==> src/rtl/intr_pkg.sv <==
package intr_pkg;
  typedef enum logic [2:0] {
    SRC_NONE = 3'd0,
    SRC_BRK  = 3'd1,
    SRC_IRQ  = 3'd2,
    SRC_NMI  = 3'd3,
    SRC_RES  = 3'd4
  } src_e;
endpackage

==> src/rtl/intr_nmi_latch.sv <==
module intr_nmi_latch (
  input  logic clk,
  input  logic rst,
  input  logic nmi_n,
  input  logic clr,
  output logic pend
);
  logic prev_q;
  logic fall;

  assign fall = prev_q & ~nmi_n;

  always_ff @(posedge clk) begin
    if (rst) begin
      prev_q <= 1'b1;
      pend   <= 1'b0;
    end else begin
      prev_q <= nmi_n;
      if (fall)     pend <= 1'b1;
      else if (clr) pend <= 1'b0;
    end
  end
endmodule

==> src/rtl/intr_arbiter.sv <==
module intr_arbiter
  import intr_pkg::*;
#(
  parameter int          DW     = 8,
  parameter logic [DW-1:0] BRK_OP = '0
) (
  input  logic          res_n,
  input  logic          nmi_pend,
  input  logic          irq_n,
  input  logic          irq_mask,
  input  logic [DW-1:0] fetch_data,
  output src_e          pick,
  output logic          hw
);
  always_comb begin
    if (!res_n)                     pick = SRC_RES;
    else if (nmi_pend)              pick = SRC_NMI;
    else if (!irq_n && !irq_mask)   pick = SRC_IRQ;
    else if (fetch_data == BRK_OP)  pick = SRC_BRK;
    else                            pick = SRC_NONE;
  end

  assign hw = (pick == SRC_RES) || (pick == SRC_NMI) || (pick == SRC_IRQ);
endmodule

==> src/rtl/intr_sequencer.sv <==
module intr_sequencer
  import intr_pkg::*;
#(
  parameter int            AW        = 16,
  parameter int            ENTRY_LEN = 7,
  parameter logic [AW-1:0] VEC_BASE  = 16'hFFFE
) (
  input  logic          clk,
  input  logic          rst,
  input  logic          start,
  input  src_e          src_in,
  output logic          busy,
  output logic          vec_rd,
  output logic [AW-1:0] vec_addr,
  output logic          brk_bit,
  output logic          stack_rd_only,
  output logic          mask_set,
  output logic          nmi_done
);
  localparam int CW         = $clog2(ENTRY_LEN + 1);
  localparam int LO_CYC     = ENTRY_LEN - 1;
  localparam int HI_CYC     = ENTRY_LEN;
  localparam int PUSH_FIRST = 3;
  localparam int PUSH_LAST  = ENTRY_LEN - 2;

  logic [CW-1:0] cyc_q;
  src_e          src_q;
  logic [AW-1:0] lo_addr;
  logic          at_lo, at_hi, in_push;

  always_ff @(posedge clk) begin
    if (rst) begin
      cyc_q <= '0;
      src_q <= SRC_NONE;
    end else if (start) begin
      cyc_q <= CW'(2);
      src_q <= src_in;
    end else if (cyc_q == CW'(HI_CYC)) begin
      cyc_q <= '0;
      src_q <= SRC_NONE;
    end else if (cyc_q != '0) begin
      cyc_q <= cyc_q + CW'(1);
    end
  end

  always_comb begin
    lo_addr = VEC_BASE;
    if (src_q == SRC_RES)      lo_addr[1] = 1'b0;
    else if (src_q == SRC_NMI) lo_addr[2] = 1'b0;
  end

  assign at_lo   = (cyc_q == CW'(LO_CYC));
  assign at_hi   = (cyc_q == CW'(HI_CYC));
  assign in_push = (cyc_q >= CW'(PUSH_FIRST)) && (cyc_q <= CW'(PUSH_LAST));

  assign busy          = (cyc_q != '0);
  assign vec_rd        = at_lo | at_hi;
  assign vec_addr      = at_hi ? (lo_addr | AW'(1)) : lo_addr;
  assign brk_bit       = busy && (src_q == SRC_BRK);
  assign stack_rd_only = in_push && (src_q == SRC_RES);
  assign mask_set      = at_hi;
  assign nmi_done      = at_hi && (src_q == SRC_NMI);
endmodule

==> src/rtl/intr_inject.sv <==
module intr_inject
  import intr_pkg::*;
#(
  parameter int            DW        = 8,
  parameter int            AW        = 16,
  parameter int            ENTRY_LEN = 7,
  parameter logic [AW-1:0] VEC_BASE  = 16'hFFFE,
  parameter logic [DW-1:0] BRK_OP    = '0
) (
  input  logic          clk,
  input  logic          rst,
  input  logic          res_n,
  input  logic          nmi_n,
  input  logic          irq_n,
  input  logic          irq_mask,
  input  logic          fetch_cyc,
  input  logic [DW-1:0] fetch_data,
  output logic [DW-1:0] ir_data,
  output logic          pc_step,
  output logic [AW-1:0] vec_addr,
  output logic          vec_rd,
  output logic          brk_bit,
  output logic          busy,
  output logic          stack_rd_only,
  output logic          mask_set
);
  logic nmi_pend, nmi_done, hw, fetch_ok, start;
  src_e pick;

  intr_nmi_latch u_nmi (
    .clk(clk), .rst(rst), .nmi_n(nmi_n), .clr(nmi_done), .pend(nmi_pend)
  );

  intr_arbiter #(.DW(DW), .BRK_OP(BRK_OP)) u_arb (
    .res_n(res_n), .nmi_pend(nmi_pend), .irq_n(irq_n), .irq_mask(irq_mask),
    .fetch_data(fetch_data), .pick(pick), .hw(hw)
  );

  assign fetch_ok = fetch_cyc && !busy;
  assign start    = fetch_ok && (pick != SRC_NONE);
  assign pc_step  = fetch_ok && !hw;

  intr_sequencer #(.AW(AW), .ENTRY_LEN(ENTRY_LEN), .VEC_BASE(VEC_BASE)) u_seq (
    .clk(clk), .rst(rst), .start(start), .src_in(pick), .busy(busy),
    .vec_rd(vec_rd), .vec_addr(vec_addr), .brk_bit(brk_bit),
    .stack_rd_only(stack_rd_only), .mask_set(mask_set), .nmi_done(nmi_done)
  );

  always_ff @(posedge clk) begin
    if (rst)           ir_data <= '0;
    else if (fetch_ok) ir_data <= hw ? BRK_OP : fetch_data;
  end
endmodule

==> config.mk <==
export PLATFORM = sky130hd
export DESIGN_NAME = intr_inject
export DESIGN_NICKNAME = d
export VERILOG_FILES = /design/src/rtl/intr_pkg.sv /design/src/rtl/intr_nmi_latch.sv /design/src/rtl/intr_arbiter.sv /design/src/rtl/intr_sequencer.sv /design/src/rtl/intr_inject.sv
export SDC_FILE = /design/constraint.sdc
export NUM_CORES = 1
export LEC_CHECK = 0
export ABC_AREA = 1
export BUFFER_PORTS_ARGS = -buffer_cell sky130_fd_sc_hd__buf_2
export CAP_MARGIN = 40
export CELL_PAD_IN_SITES_DETAIL_PLACEMENT = 0
export CELL_PAD_IN_SITES_GLOBAL_PLACEMENT = 1
export CORE_MARGIN = 2
export CORE_UTILIZATION = 33
export DETAILED_ROUTE_END_ITERATION = 10
export PLACE_DENSITY_LB_ADDON = 0.2
export SLEW_MARGIN = 15
export SYNTH_ARGS = -nofsm -noshare
export SYNTH_HDL_FRONTEND = slang
export SYNTH_SLANG_ARGS = --single-unit
==> constraint.sdc <==
create_clock -name clk -period 3.11 [get_ports clk]
set_input_delay 0.311 -clock clk [delete_from_list [all_inputs] [get_ports clk]]
set_output_delay 0.311 -clock clk [all_outputs]
set_load 0.02 [all_outputs]
==> results.cfg <==
[sta]
rsz0062_at_grt = false
fin_setup_tns_ns = 0
max_freq_mhz = 546
fin_crit_ns = 1.83
finalMaxSlewViolations = 0
setup_ws_ns = 1.28
finalSetupViolations = 0
finalHoldViolCount = 0
holdWs_ns = 0.228
min_period_over_period_pct = 58.9
skew_ns = 0.00123

[route]
drc = 0
via_per_inst = 4.53
antenna_left = 0
vias = 784
first_pass_iters = 4
routed_wl_um = 1710
drtIter0Drc = 13
wl_per_cell_um = 9.87

[placed_design]
preCtsSetupSlack_ns = 1.57
dp_cells = 170
portBuffers = 31
dpl.hpwl_um = 1410
gp_congestion = 0.705

[setup_path]
worst-setup-path-type = reg2out
cp_data_arrival_time_ns = 1.52
crit_start = u_seq.cyc_q[0]$_SDFFE_PP0P_
crit_required_ns = 2.80
r2r_start = u_seq.cyc_q[1]$_SDFFE_PP0P_
crit_path_end = pc_step
setup.worst_path.start_class = register
ff2ff_setup_slack_ns = 1.77
path_max_fanout = 10
r2r-end = u_seq.cyc_q[0]$_SDFFE_PP0P_
rr_worst_depth = 9
endpoint_kind = output port

[power_and_ir_drop]
worst_ir_drop_vdd_uv = 237
leakagePower_nw = 0.560
swShare_pct = 41.3
switchingPower_w = 0.000258
power_frac_comb_pct = 43.2
power_density_nw_per_um2 = 595
clkPwrFrac_pct = 16.4
power_frac_seq_pct = 40.5
internal_power_w = 0.000368

[run]
cap_violations = 0

[grt]
grt_pass1_vias = 736
grt-ovfl-total = 0
grt_max_degree = 14
grt_first_pass_wirelength_um = 3140
grt_use_total_pct = 12.3
antenna_found_initial = 0

[synthesis]
yosys-top-cells-area = dfxtp_1 (36%), buf_4 (12%), nor2_1 (8.3%)
synth_most_common_cell = nor2_1
syn_area_per_cell_um2 = 8.03
synth_edf_count = 0
post_synth_num_cell_types = 25
synthTopCellsByCount = nor2_1 (20), dfxtp_1 (16), buf_4 (14)
yosys_warnings = 0
synthArstFlopShare_pct = 0
yosysSeqAreaShare_pct = 35.6
syn-cell-area_um2 = 900
synthCells = 112
synth_top_cell_area_share_pct = 35.6
synth_top_area_cell = dfxtp_1
synth-main-ff-cell = dfxtp_1
ys_ff_latch = 16

[clocking]
postCtsSetupBuffers = 0
cts_made_buffers = 3
htree_levels = 1
clock_sinks = 16
cts_tree = built
clockBufferDepth = 2
cts_hold_buf = 0
insertion_delay_ns = 0.27
cts_resized = 0
cts-root-buf = clkbuf_4
path_clk_slew_ns = 0.08

[layout]
drive_above_1_share_pct = 32.2
antennaDiodeCount = 0
nNetsFinal = 164
syn_to_final_growth_pct = 16.8
nFillCells = 275
stdcell_count = 173

[floorplan]
initial_core_util_pct = 35.7
core_um2 = 2520
pin_count = 45
die_h_um = 56.2
num_rows = 18
die_width_um = 56.2
dieArea_um2 = 3160

[outcome]
outcome = finished clean

[min_path]
hold_path_class = in2reg
[kinds of logic (layout without fill, tap and decap cells)]
family                   count (synthesis)  after routing  synth area share [%]
buffers and inverters                   28             47                  17.8
XOR/XNOR                                 1              1                 0.974
AO/OA/AOI/OAI                           15             15                  11.4
other                                    1             13                 0.417
adder cells (fa/ha/maj)                  4              4                  5.56
flip-flops                              16             16                  35.6
AND/OR/NAND/NOR                         47             47                  28.2
[routing by layer]
metal	vias to the layer above	global-route usage, %	share of wire (%)
li1	401	-	-
met1	349	15.5	43
met2	32	19.8	48
met3	2	2.33	8.3
met4	0	6.12	0.70
met5	-	0	0
[sequential cells by signal, summed over array words and instances (netlist names)]
name          flops
u_seq.cyc_q       3
u_nmi.pend        1
u_nmi.prev_q      1
ir_data           8
u_seq.src_q       3
[stage by stage]
step | util, % | power (W) | area [um2]
final | 41.7 | 0.000626 | 1050
after detailed placement | 40.8 | 0.000532 | 1030
after global routing | 41.7 | 0.000689 | 1050
after floorplan | - | 0.000480 | 945
after CTS | 41.7 | 0.000640 | 1050
after global placement | 40.8 | 0.000529 | 1030
[worst min-delay path by stage]
| stage | startpoint | to | slack, ns | depth (start not counted) |
|---|---|---|---|---|
| global route | nmi_n | u_nmi.prev_q$_SDFF_PP1_ | 0.22 | 2 |
| detailed placement | u_nmi.prev_q$_SDFF_PP1_ | u_nmi.pend$_SDFFE_PP0P_ | 0.44 | 2 |
| floorplan | rst | u_nmi.prev_q$_SDFF_PP1_ | 0.42 | 1 |
| finish | nmi_n | u_nmi.prev_q$_SDFF_PP1_ | 0.23 | 2 |
| global placement | u_nmi.prev_q$_SDFF_PP1_ | u_nmi.pend$_SDFFE_PP0P_ | 0.44 | 2 |
| CTS | nmi_n | u_nmi.prev_q$_SDFF_PP1_ | 0.21 | 2 |
[cell type report]
type                            instances  area [um2]  share of cell area [%]
Clock buffer                            3        22.5                    2.14
Inverter                               13        51.3                    4.88
Multi-Input combinational cell         80         464                    44.2
Sequential cell                        16         320                    30.5
Tap cell                               30        37.5                    3.57
Timing Repair Buffer                   31         155                    14.8
[worst max-delay path, stage by stage (launching register included)]
cell and delay, ns:
dfxtp_1 0.34, inv_1 0.09, ha_1 0.19, nand2_4 0.09, inv_4 0.08, nand2_8 0.09
nor2_8 0.18, buf_2 0.19
[layout by cell type (no fill, tap or decap), types with 2 or more instances in the layout]
| cell type | synthesis | layout |
|---|---|---|
| buf_2 | 0 | 31 |
| nor2_1 | 20 | 20 |
| dfxtp_1 | 16 | 16 |
| conb_1 | 1 | 13 |
| nand2_1 | 10 | 10 |
| inv_1 | 9 | 9 |
| nand3_1 | 7 | 7 |
| a22oi_1 | 7 | 7 |
| ha_1 | 4 | 4 |
| inv_2 | 3 | 3 |
| o21ai_0 | 3 | 3 |
| nand4_1 | 3 | 3 |
| clkbuf_4 | 0 | 3 |
| a21oi_1 | 2 | 2 |
| or2_2 | 2 | 2 |
[power by group through the flow]
stage | sequential [W] | combinational [W] | clock (W)
final | 0.000253 | 0.000270 | 0.000102
after floorplan | 0.000260 | 0.000220 | 0
after global placement | 0.000256 | 0.000274 | 0
after CTS | 0.000254 | 0.000275 | 0.000111
after global routing | 0.000258 | 0.000306 | 0.000125
after detailed placement | 0.000258 | 0.000274 | 0
No activity file was read; power rests on OpenSTA's default activity.
